$ cat config.mk
export PLATFORM = sky130hd
export DESIGN_NAME = line_level_serializer
export DESIGN_NICKNAME = d
export VERILOG_FILES = /design/src/rtl/lls_pkg.sv /design/src/rtl/lls_rst_sync.sv /design/src/rtl/lls_ctrl.sv /design/src/rtl/lls_sar_core.sv /design/src/rtl/lls_shifter.sv /design/src/rtl/line_level_serializer.sv
export SDC_FILE = /design/constraint.sdc
export NUM_CORES = 1
export LEC_CHECK = 0
export ABC_AREA = 1
export BUFFER_PORTS_ARGS = -buffer_cell sky130_fd_sc_hd__buf_2
export CAP_MARGIN = 10
export CORE_UTILIZATION = 55
export CTS_BUF_LIST = sky130_fd_sc_hd__clkbuf_8
export DETAILED_ROUTE_END_ITERATION = 12
export PLACE_DENSITY_LB_ADDON = 0.3
export SLEW_MARGIN = 20
export SYNTH_ARGS = -nofsm -noshare
export SYNTH_HDL_FRONTEND = slang
export SYNTH_HIERARCHICAL = 1
export SYNTH_SLANG_ARGS = --single-unit
$ cat constraint.sdc
create_clock -name clk -period 1 [get_ports clk]
set_input_delay 0.05 -clock clk [delete_from_list [all_inputs] [get_ports clk]]
set_output_delay 0.05 -clock clk [all_outputs]
set_load 0.01 [all_outputs]
$ cat src/rtl/lls_pkg.sv
package lls_pkg;
  typedef enum logic [1:0] {
    ST_IDLE  = 2'd0,
    ST_CONV  = 2'd1,
    ST_SHIFT = 2'd2
  } lls_state_e;
endpackage

$ cat src/rtl/lls_rst_sync.sv
module lls_rst_sync #(
  parameter int STAGES = 2
) (
  input  logic clk,
  input  logic rst_n_async,
  output logic rst_n_sync
);
  logic [STAGES-1:0] sync_q;

  always_ff @(posedge clk or negedge rst_n_async) begin
    if (!rst_n_async) sync_q <= '0;
    else              sync_q <= {sync_q[STAGES-2:0], 1'b1};
  end

  assign rst_n_sync = sync_q[STAGES-1];
endmodule

$ cat src/rtl/lls_ctrl.sv
module lls_ctrl
  import lls_pkg::*;
#(
  parameter int CODE_W = 6
) (
  input  logic clk,
  input  logic rst_n,
  input  logic hd_strobe,
  output logic sar_start,
  output logic sar_step,
  output logic sh_load,
  output logic sh_shift,
  output logic sh_last,
  output logic sh_abort
);
  localparam int WORD_W = CODE_W + 1;
  localparam int CNT_W  = $clog2(WORD_W + 1);

  lls_state_e       state_q, state_d;
  logic [CNT_W-1:0] cnt_q, cnt_d;

  always_comb begin
    state_d   = state_q;
    cnt_d     = cnt_q;
    sar_start = hd_strobe;
    sh_abort  = hd_strobe;
    sar_step  = 1'b0;
    sh_load   = 1'b0;
    sh_shift  = 1'b0;
    sh_last   = 1'b0;
    if (hd_strobe) begin
      state_d = ST_CONV;
      cnt_d   = CNT_W'(CODE_W - 1);
    end else begin
      case (state_q)
        ST_CONV: begin
          sar_step = 1'b1;
          if (cnt_q == '0) begin
            sh_load = 1'b1;
            state_d = ST_SHIFT;
            cnt_d   = CNT_W'(WORD_W - 1);
          end else begin
            cnt_d = cnt_q - 1'b1;
          end
        end
        ST_SHIFT: begin
          sh_shift = 1'b1;
          sh_last  = (cnt_q == '0);
          if (cnt_q == '0) state_d = ST_IDLE;
          else             cnt_d   = cnt_q - 1'b1;
        end
        default: ;
      endcase
    end
  end

  always_ff @(posedge clk or negedge rst_n) begin
    if (!rst_n) begin
      state_q <= ST_IDLE;
      cnt_q   <= '0;
    end else begin
      state_q <= state_d;
      cnt_q   <= cnt_d;
    end
  end

  // the idle state is left only through a strobe
  p_idle_quiet_r8: assert property (@(posedge clk) disable iff (!rst_n)
    (state_q == ST_IDLE && !hd_strobe) |=> (state_q == ST_IDLE));

  // the final shift returns the controller to idle
  p_word_end_r6: assert property (@(posedge clk) disable iff (!rst_n)
    (sh_shift && sh_last) |=> (state_q == ST_IDLE && !sar_step));
endmodule

$ cat src/rtl/lls_sar_core.sv
module lls_sar_core #(
  parameter int CODE_W = 6
) (
  input  logic              clk,
  input  logic              rst_n,
  input  logic              start,
  input  logic              step,
  input  logic              cmp_keep,
  output logic [CODE_W-1:0] trial,
  output logic [CODE_W-1:0] decided
);
  localparam logic [CODE_W-1:0] MSB_ONLY = {1'b1, {(CODE_W-1){1'b0}}};
  localparam logic [CODE_W-1:0] ONE      = CODE_W'(1);

  logic [CODE_W-1:0] ptr_q, ptr_d, trial_d, above_mask;
  logic              upd_en;

  always_comb begin
    decided = trial;
    for (int b = 0; b < CODE_W; b++) begin
      if (ptr_q[b] && !cmp_keep) decided[b] = 1'b0;
    end
  end

  always_comb begin
    upd_en  = start | step;
    trial_d = trial;
    ptr_d   = ptr_q;
    if (start) begin
      trial_d = MSB_ONLY;
      ptr_d   = MSB_ONLY;
    end else if (step) begin
      trial_d = decided | (ptr_q >> 1);
      ptr_d   = ptr_q >> 1;
    end
  end

  always_ff @(posedge clk or negedge rst_n) begin
    if (!rst_n) begin
      trial <= '0;
      ptr_q <= '0;
    end else if (upd_en) begin
      trial <= trial_d;
      ptr_q <= ptr_d;
    end
  end

  assign above_mask = ~((ptr_q << 1) - ONE);

  // a start always loads the half-scale trial
  p_start_half_r2: assert property (@(posedge clk) disable iff (!rst_n)
    start |=> (trial == MSB_ONLY));

  // a decision never disturbs bits already decided above the pointer
  p_upper_fixed_r3: assert property (@(posedge clk) disable iff (!rst_n)
    (step && !start) |=> (((trial ^ $past(trial)) & $past(above_mask)) == '0));

  // without start or step the code is frozen
  p_code_hold_r8: assert property (@(posedge clk) disable iff (!rst_n)
    (!start && !step) |=> $stable(trial));
endmodule

$ cat src/rtl/lls_shifter.sv
module lls_shifter #(
  parameter int CODE_W = 6
) (
  input  logic              clk,
  input  logic              rst_n,
  input  logic              load,
  input  logic              shift,
  input  logic              last,
  input  logic              abort,
  input  logic [CODE_W-1:0] code,
  input  logic              peak,
  output logic              ser,
  output logic              valid
);
  localparam int WORD_W = CODE_W + 1;

  logic [WORD_W-1:0] sh_q, sh_d;
  logic              v_d, sh_en;

  always_comb begin
    sh_en = abort | load | shift;
    sh_d  = sh_q;
    v_d   = valid;
    if (abort) begin
      v_d = 1'b0;
    end else if (load) begin
      sh_d = {code, peak};
      v_d  = 1'b1;
    end else if (shift) begin
      sh_d = sh_q << 1;
      v_d  = !last;
    end
  end

  always_ff @(posedge clk or negedge rst_n) begin
    if (!rst_n) begin
      sh_q  <= '0;
      valid <= 1'b0;
    end else if (sh_en) begin
      sh_q  <= sh_d;
      valid <= v_d;
    end
  end

  assign ser = valid & sh_q[WORD_W-1];

  // a load opens the word with the code MSB on the line
  p_load_msb_r6: assert property (@(posedge clk) disable iff (!rst_n)
    (load && !abort) |=> (valid && ser == $past(code[CODE_W-1])));

  // an abort closes any word at once
  p_abort_r7: assert property (@(posedge clk) disable iff (!rst_n)
    abort |=> (!valid && !ser));
endmodule

$ cat src/rtl/line_level_serializer.sv
module line_level_serializer #(
  parameter int CODE_W = 6
) (
  input  logic              clk,
  input  logic              rst_n,
  input  logic              hd_strobe,
  input  logic              cmp_keep,
  input  logic              peak_in,
  output logic [CODE_W-1:0] dac_code,
  output logic              ser_data,
  output logic              word_valid
);
  logic              rst_n_s;
  logic              sar_start, sar_step;
  logic              sh_load, sh_shift, sh_last, sh_abort;
  logic              peak_q;
  logic [CODE_W-1:0] decided;

  lls_rst_sync #(.STAGES(2)) u_rst (
    .clk         (clk),
    .rst_n_async (rst_n),
    .rst_n_sync  (rst_n_s)
  );

  lls_ctrl #(.CODE_W(CODE_W)) u_ctrl (
    .clk       (clk),
    .rst_n     (rst_n_s),
    .hd_strobe (hd_strobe),
    .sar_start (sar_start),
    .sar_step  (sar_step),
    .sh_load   (sh_load),
    .sh_shift  (sh_shift),
    .sh_last   (sh_last),
    .sh_abort  (sh_abort)
  );

  lls_sar_core #(.CODE_W(CODE_W)) u_sar (
    .clk      (clk),
    .rst_n    (rst_n_s),
    .start    (sar_start),
    .step     (sar_step),
    .cmp_keep (cmp_keep),
    .trial    (dac_code),
    .decided  (decided)
  );

  always_ff @(posedge clk or negedge rst_n_s) begin
    if (!rst_n_s)       peak_q <= 1'b0;
    else if (hd_strobe) peak_q <= peak_in;
  end

  lls_shifter #(.CODE_W(CODE_W)) u_shift (
    .clk   (clk),
    .rst_n (rst_n_s),
    .load  (sh_load),
    .shift (sh_shift),
    .last  (sh_last),
    .abort (sh_abort),
    .code  (decided),
    .peak  (peak_q),
    .ser   (ser_data),
    .valid (word_valid)
  );

  // the captured peak flag changes only at a strobe
  p_peak_hold_r5: assert property (@(posedge clk) disable iff (!rst_n_s)
    !hd_strobe |=> $stable(peak_q));

  // a strobe restarts at half scale with no word on the line
  p_restart_r7: assert property (@(posedge clk) disable iff (!rst_n_s)
    hd_strobe |=> (!word_valid && dac_code == {1'b1, {(CODE_W-1){1'b0}}}));
endmodule

==> run metrics, run 1 <==
run status=complete, but fails checks; violated checks=setup timing; number of standard cells after synthesis=180; Final Hold Vio Count=0; routed wirelength normalized by instance count=20.6 um; async set-or-reset flop fraction in the synthesized netlist=1.00; most used flip-flop cell after synthesis=dfrtp_1; overall die area=0.00276 mm2; endpoint type of the worst setup path=flip-flop; fraction of power consumed by combinational cells=0.426; worst clock skew=0.00392 ns; vias post-DR=1523; fmax=652 MHz; Final Core Density=0.881; effective utilization at floorplan=0.606; count of max-cap constraint violations=0; critical path start-end classification=reg2reg; largest incremental delay on the critical path=0.43 ns; die outline height=52.5 um; internal power consumption=0.00233 W; cell type with the highest occurrence count on the critical path=nand2_1; GR Layer Usage met2=0.536; summed instance area of the synthesized netlist=0.00141 mm2; Ant. Diodes=0; Clock Power Share=0.188; RSZ-0062 raised after global routing=yes; crit-path leading delay family=simple AND/OR/NAND/NOR gates; Switching Fraction=0.385; clock tree from TritonCTS=done; number of setup violations in the final report=25; dominant cell by count in the synthesized netlist=nand2_1; largest net degree at the start of global routing=16; Critical Path Source Type=flip-flop; slowest cell on the critical path=dfrtp_1; total congestion overflow after global routing=0; leakage power of the design=1.05 nW; top-level port count=13; total buffers and inverters traversed by the critical path=4; Synth Area in Simple Gates=0.305; Clock Sink Count=28; CTS root buf=clkbuf_8; GR met3 Demand/Resource=0.0348; Layout Cells excl Fill=247; clock latency at the later pin of the worst-skew pair=0.28 ns; Post-Syn Area per Cell=7.81 um2; Commonest cells post-synth=nand2_1 (72), dfrtp_1 (28), inv_1 (20); cell breakdown of the critical path=inv_2, ha_4, inv_4, nor2_4, nand2_2, clkinv_4, inv_2, nand2_1, nand2_1, nand2_1, nand2_1; # port buffers=12; number of synthesized flops with an enable pin=0; post-synthesis net count=187; multiplexer area fraction after synthesis=0; GRT Total Usage=0.303; adder and majority cell fraction of the synthesized area=0.0178; top post-synthesis cells by area=dfrtp_1 (50%), nand2_1 (19%), nand3_1 (6.4%), inv_1 (5.3%), a21boi_0 (2.1%); main combinational cell family by area after synthesis=simple AND/OR/NAND/NOR gates; GR Layer Usage met1=0.378; number of vias per cell after detailed routing=6.17; fraction of the mapped netlist area in compound gates=0.0721; number of routed nets with antenna violations=0; proportion of netlist area held by the largest area contributor=0.499; total iterations of the first detailed-routing run=5; required time at the worst-slack endpoint=1.16 ns; Final Critical Period=1.53 ns; Syn. warnings=6; Remaining DRCs=0; Min-Delay Path Class=in2async; Total Wirelength=5.09 mm; number of buffers on the longest clock path=2; number of design-rule violations left by the first detailed-router iteration=108; routability cong.=0.783; first-pass GRT wire length=5.97 mm; Num CTS Buffers=3; vias in the first global route=1285; total core area=0.00232 mm2; sequential element share of the synthesized area=0.499; fraction of power consumed by sequential logic=0.386; final number of max-transition violations=0; xor/xnor cell area share of the yosys netlist=0.00623; post-route clock period utilization=1.53; fraction of final layout cells with drive strength greater than 1=0.438; placed cells=233; CTS H-tree depth=1; cell taking the most area after synthesis=dfrtp_1; overall die width=52.5 um; clock-pin slew of the registers on the worst-case setup and hold paths=0.10 ns; post-synthesis cell type count=21; antenna violations before repair=0; synthesis-to-finish area growth=45.3%; placed wire-length estimate after detailed placement=2.17 mm; most used routing layer=met2; Worst Path Max Fanout=7; Sw Pwr=0.00146 W; number of storage elements in the synthesis netlist=28; final worst setup slack=-0.533 ns; sum of negative setup slack=-8.32 ns; minimum setup slack among reg-to-reg paths=-0.53 ns; total number of placement rows=17; data arrival time at the worst-slack endpoint=1.70 ns; Peak VDD IR=2.01 mV; power density cells=1850 mW/mm2; worst slack after detailed placement=-0.466 ns; number of nets in the final layout=227
-- layout by cell type (no fill, tap or decap) --
master / n
nand3_1: 6
nand2_1: 64
ha_4: 2
inv_4: 3
o21ai_1: 3
inv_8: 2
nor2_2: 2
xnor2_2: 1
nor2_1: 1
nand3_4: 3
nand2_2: 7
buf_2: 12
a21boi_0: 4
o22ai_2: 3
inv_1: 14
clkbuf_8: 4
o21ai_4: 1
nand2_4: 3
nand2_8: 2
dfrtp_1: 28
nor2_4: 6
dlygate4sd3_1: 2
nand3_2: 9
conb_1: 1
inv_2: 5
o21ai_2: 4
buf_6: 6
clkinv_4: 1
buf_4: 18
a21oi_2: 1
buf_12: 1
-- cells by family after synthesis --
group	Yosys count
AOI/OAI and AO/OA	16
buffers and inverters	29
and+or+nand+nor	103
DFF	28
other	1
adders and majority gates	2
xor gates and xnor gates	1
-- final cells by class --
cell class / instances / area [um2]
Multi-Input combinational cell: 123 / 827
Sequential cell: 28 / 701
Timing Repair Buffer: 39 / 303
Fill cell: 105 / 277
Inverter: 25 / 121
Clock buffer: 4 / 55.1
Tap cell: 28 / 35.0
-- worst register-to-register path, stage by stage, from the launching register on --
cell and delay, ns:
dfrtp_1 0.43, inv_2 0.10, ha_4 0.15, inv_4 0.04, nor2_4 0.09, nand2_2 0.09, clkinv_4 0.10, inv_2 0.08
nand2_1 0.09, nand2_1 0.08, nand2_1 0.09, nand2_1 0.08
-- registers in the layout (all words and copies together), names as in the netlist --
register	count
u_ctrl/state_q	2
u_sar/trial	6
u_ctrl/cnt_q	3
u_rst/sync_q	2
u_sar/ptr_q	6
u_shift/valid	1
u_shift/sh_q	7
peak_q	1
-- through the flow --
stage | hold slack (ns) | total power [W] | instance area [um2]
final | 0.0913 | 0.00379 | 2040
after floorplan | -0.246 | 0.00212 | 1480
after detailed placement | -0.159 | 0.00245 | 1670
after global placement | -0.166 | 0.00240 | 1670
after CTS | 0.0650 | 0.00338 | 1900
after global routing | 0.0999 | 0.00391 | 2040
-- worst paths after layout --
path                                             start                          end  cells after the start
hold / removal                                   rst_n    u_rst/sync_q[1]$_DFF_PN0_                      2
min in group clk                              cmp_keep   u_sar/trial[5]$_DFFE_PN0P_                      3
setup reg to reg           u_ctrl/cnt_q[1]$_DFFE_PN0P_  u_shift/sh_q[4]$_DFFE_PN0P_                     11
hold reg to reg              u_rst/sync_q[1]$_DFF_PN0_  u_ctrl/cnt_q[1]$_DFFE_PN0P_                      1
setup / recovery           u_ctrl/cnt_q[1]$_DFFE_PN0P_  u_shift/sh_q[4]$_DFFE_PN0P_                     11
max in group asynchronous    u_rst/sync_q[1]$_DFF_PN0_   u_sar/ptr_q[4]$_DFFE_PN0P_                      1
-- repair_timing --
item,CTS,global route
pin swaps,11,13
hold buffers,2,0
setup endpoints to repair,25,26
hold endpoints to repair,3,0
setup buffers,5,5
gates resized for setup,32,26
-- power by group through the flow --
| stage | Clock, W | Sequential, W | Combinational, W |
|---|---|---|---|
| final | 0.000712 | 0.00146 | 0.00161 |
| after detailed placement | 0 | 0.00144 | 0.00101 |
| after floorplan | 0 | 0.00145 | 0.000669 |
| after global routing | 0.000762 | 0.00147 | 0.00168 |
| after CTS | 0.000726 | 0.00142 | 0.00124 |
| after global placement | 0 | 0.00143 | 0.000974 |
-- routing by layer --
| metal | wire length (um) | up-vias |
|---|---|---|
| met4 | 204 | 0 |
| met2 | 2520 | 130 |
| li1 | - | 635 |
| met5 | 0 | - |
| met1 | 1890 | 731 |
| met3 | 471 | 27 |
No activity file was read; power rests on OpenSTA's default activity.
==> inputs of run 2 (changes only) <==
==> constraint.sdc (replaced) <==
create_clock -name clk -period 1.5 [get_ports clk]
set_input_delay 0.075 -clock clk [delete_from_list [all_inputs] [get_ports clk]]
set_output_delay 0.075 -clock clk [all_outputs]
set_load 0.01 [all_outputs]
==> run metrics, run 2 (synthesis results as in run 1) <==
run status=complete, no violations; total number of placement rows=17 (unchanged); number of flip-flops in the largest register=7 (unchanged); Worst-Margin Slew=0.547 ns; clock latency at the later pin of the worst-skew pair=0.28 ns (about the same); GRT Total Usage=0.221 (-0.0824); number of design-rule violations left by the first detailed-router iteration=27 (-75%); data arrival time at the worst-slack endpoint=1.64 ns (-0.06 ns); Filler cells=190 (+81%); footprint of the flip-flops and latches=701 um2 (unchanged); smallest hold slack=0.0125 ns (-0.0789 ns); vias post-DR=1142 (-25%); register with the most flip-flops=u_shift/sh_q; Peak VDD IR=1.14 mV (-43%); die outline height=52.5 um (unchanged); Power Total=0.00213 W (-44%); # port buffers=12 (unchanged); Critical Path Source Type=flip-flop; most frequent cells in the layout=nand2_1 (72), dfrtp_1 (28), nand3_1 (18); Ant. Diodes=0 (unchanged); clock tree from TritonCTS=done; routed wirelength normalized by instance count=11.5 um (-44%); Total Wirelength=2.63 mm (-48%); power density cells=1300 mW/mm2 (-30%); commonest non-fill, non-tap cell in the layout=nand2_1; total congestion overflow after global routing=0 (unchanged); number of vias per cell after detailed routing=5.01 (-19%); Largest regs=u_shift/sh_q (7), u_sar/ptr_q (6), u_sar/trial (6); number of nets in the final layout=208 (-8.4%); Min-Delay Path Class=in2reg; number of buffers on the longest clock path=2 (unchanged); leakage power of the design=0.916 nW (-13%); overall die area=0.00276 mm2 (unchanged); synthesis-to-finish area growth=16.9%; routability cong.=0.833 (+6.3%); total core area=0.00232 mm2 (unchanged); post-route clock period utilization=0.947 (-0.586); worst clock skew=0.00630 ns (+0.00237 ns); critical path start-end classification=reg2reg; endpoint type of the worst setup path=flip-flop; Final Hold Vio Count=0 (unchanged); effective utilization at floorplan=0.606 (unchanged); CTS H-tree depth=1 (unchanged); number of setup violations in the final report=0 (-100%); Remaining DRCs=0 (unchanged); Num CTS Buffers=3 (unchanged); clock-pin slew of the registers on the worst-case setup and hold paths=0.10 ns (about the same); antenna violations before repair=0 (unchanged); final number of max-transition violations=0 (unchanged); Worst Path Max Fanout=7 (unchanged); Clock Sink Count=28 (unchanged); required time at the worst-slack endpoint=1.72 ns (+0.56 ns); count of max-cap constraint violations=0 (unchanged); fraction of final layout cells with drive strength greater than 1=0.215 (-0.223); first-pass GRT wire length=4.34 mm (-27%); overall die width=52.5 um (unchanged); total iterations of the first detailed-routing run=4 (-1); Final Critical Period=1.42 ns (-0.112 ns); number of routed nets with antenna violations=0 (unchanged); CTS root buf=clkbuf_8; fmax=704 MHz (+7.9%); top-level port count=13 (unchanged); vias in the first global route=1037 (-19%); placed wire-length estimate after detailed placement=1.83 mm (-16%); area of the multi-input gates=598 um2 (-28%); worst max-slew margin expressed relative to the limit=0.635; largest net degree at the start of global routing=17 (+1)
-- run 2: critical path: stages (launching register included) --
cell	delay, ns
dfrtp_1	0.38
inv_2	0.06
ha_4	0.16
inv_2	0.06
nor2_4	0.04
nand2_1	0.10
inv_2	0.09
o21ai_2	0.29
nand2_1	0.11
nand2_1	0.08
-- run 2: cell type report --
cell class	instances	share of cell area
well taps	28	0.0213
clock buffers	3	0.0251
multi-input cells	123	0.364
repair buffers	20	0.0845
inverters	25	0.0602
clock inverters	1	0.0183
flip-flops and latches	28	0.427
-- run 2: power breakdown --
| part | total, W | internal [W] | switching, W |
|---|---|---|---|
| clock | 0.000588 | 0.000357 | 0.000230 |
| combinational | 0.000584 | 0.000249 | 0.000335 |
| sequential | 0.000961 | 0.000867 | 0.0000940 |
| total | 0.00213 | 0.00147 | 0.000659 |
-- run 2: worst paths after layout --
path                                             start                          end  slack, ns  depth (start not counted)
min reg2reg                  u_rst/sync_q[1]$_DFF_PN0_  u_shift/sh_q[0]$_DFFE_PN0P_       0.22                          0
max                        u_ctrl/cnt_q[1]$_DFFE_PN0P_  u_shift/sh_q[0]$_DFFE_PN0P_       0.08                          9
max in group asynchronous    u_rst/sync_q[1]$_DFF_PN0_           peak_q$_DFFE_PN0P_       0.81                          1
min                                            peak_in           peak_q$_DFFE_PN0P_       0.01                          3
min in group asynchronous                        rst_n    u_rst/sync_q[0]$_DFF_PN0_       0.12                          2
max reg2reg                u_ctrl/cnt_q[1]$_DFFE_PN0P_  u_shift/sh_q[0]$_DFFE_PN0P_       0.08                          9
-- run 2: what timing repair did --
item	4_1_cts	5_1_grt
setup buffers	0	2
setup endpoints to repair	0	8
hold endpoints to repair	2	0
gates resized for setup	0	12
hold buffers	1	0
-- run 2: through the flow --
step / setup WS [ns] / util / TNS (ns) / area, um2 / instances
after floorplan: 0.0485 / - / 0 / 1410 / 180
after global placement: 0.0710 / 0.652 / 0 / 1510 / 221
after detailed placement: 0.0368 / 0.652 / 0 / 1510 / 221
after CTS: 0.00736 / 0.688 / 0 / 1590 / 226
after global routing: -0.0263 / 0.709 / -0.0773 / 1640 / 228
final: 0.0788 / 0.709 / 0 / 1640 / 228
-- run 2: layer usage --
metal  share of wire  GRT usage  vias up
li1                -          -      596
met1            0.50      0.301      519
met2            0.45      0.348       23
met3           0.029     0.0348        4
met4           0.013     0.0921        0
met5               0          0        -
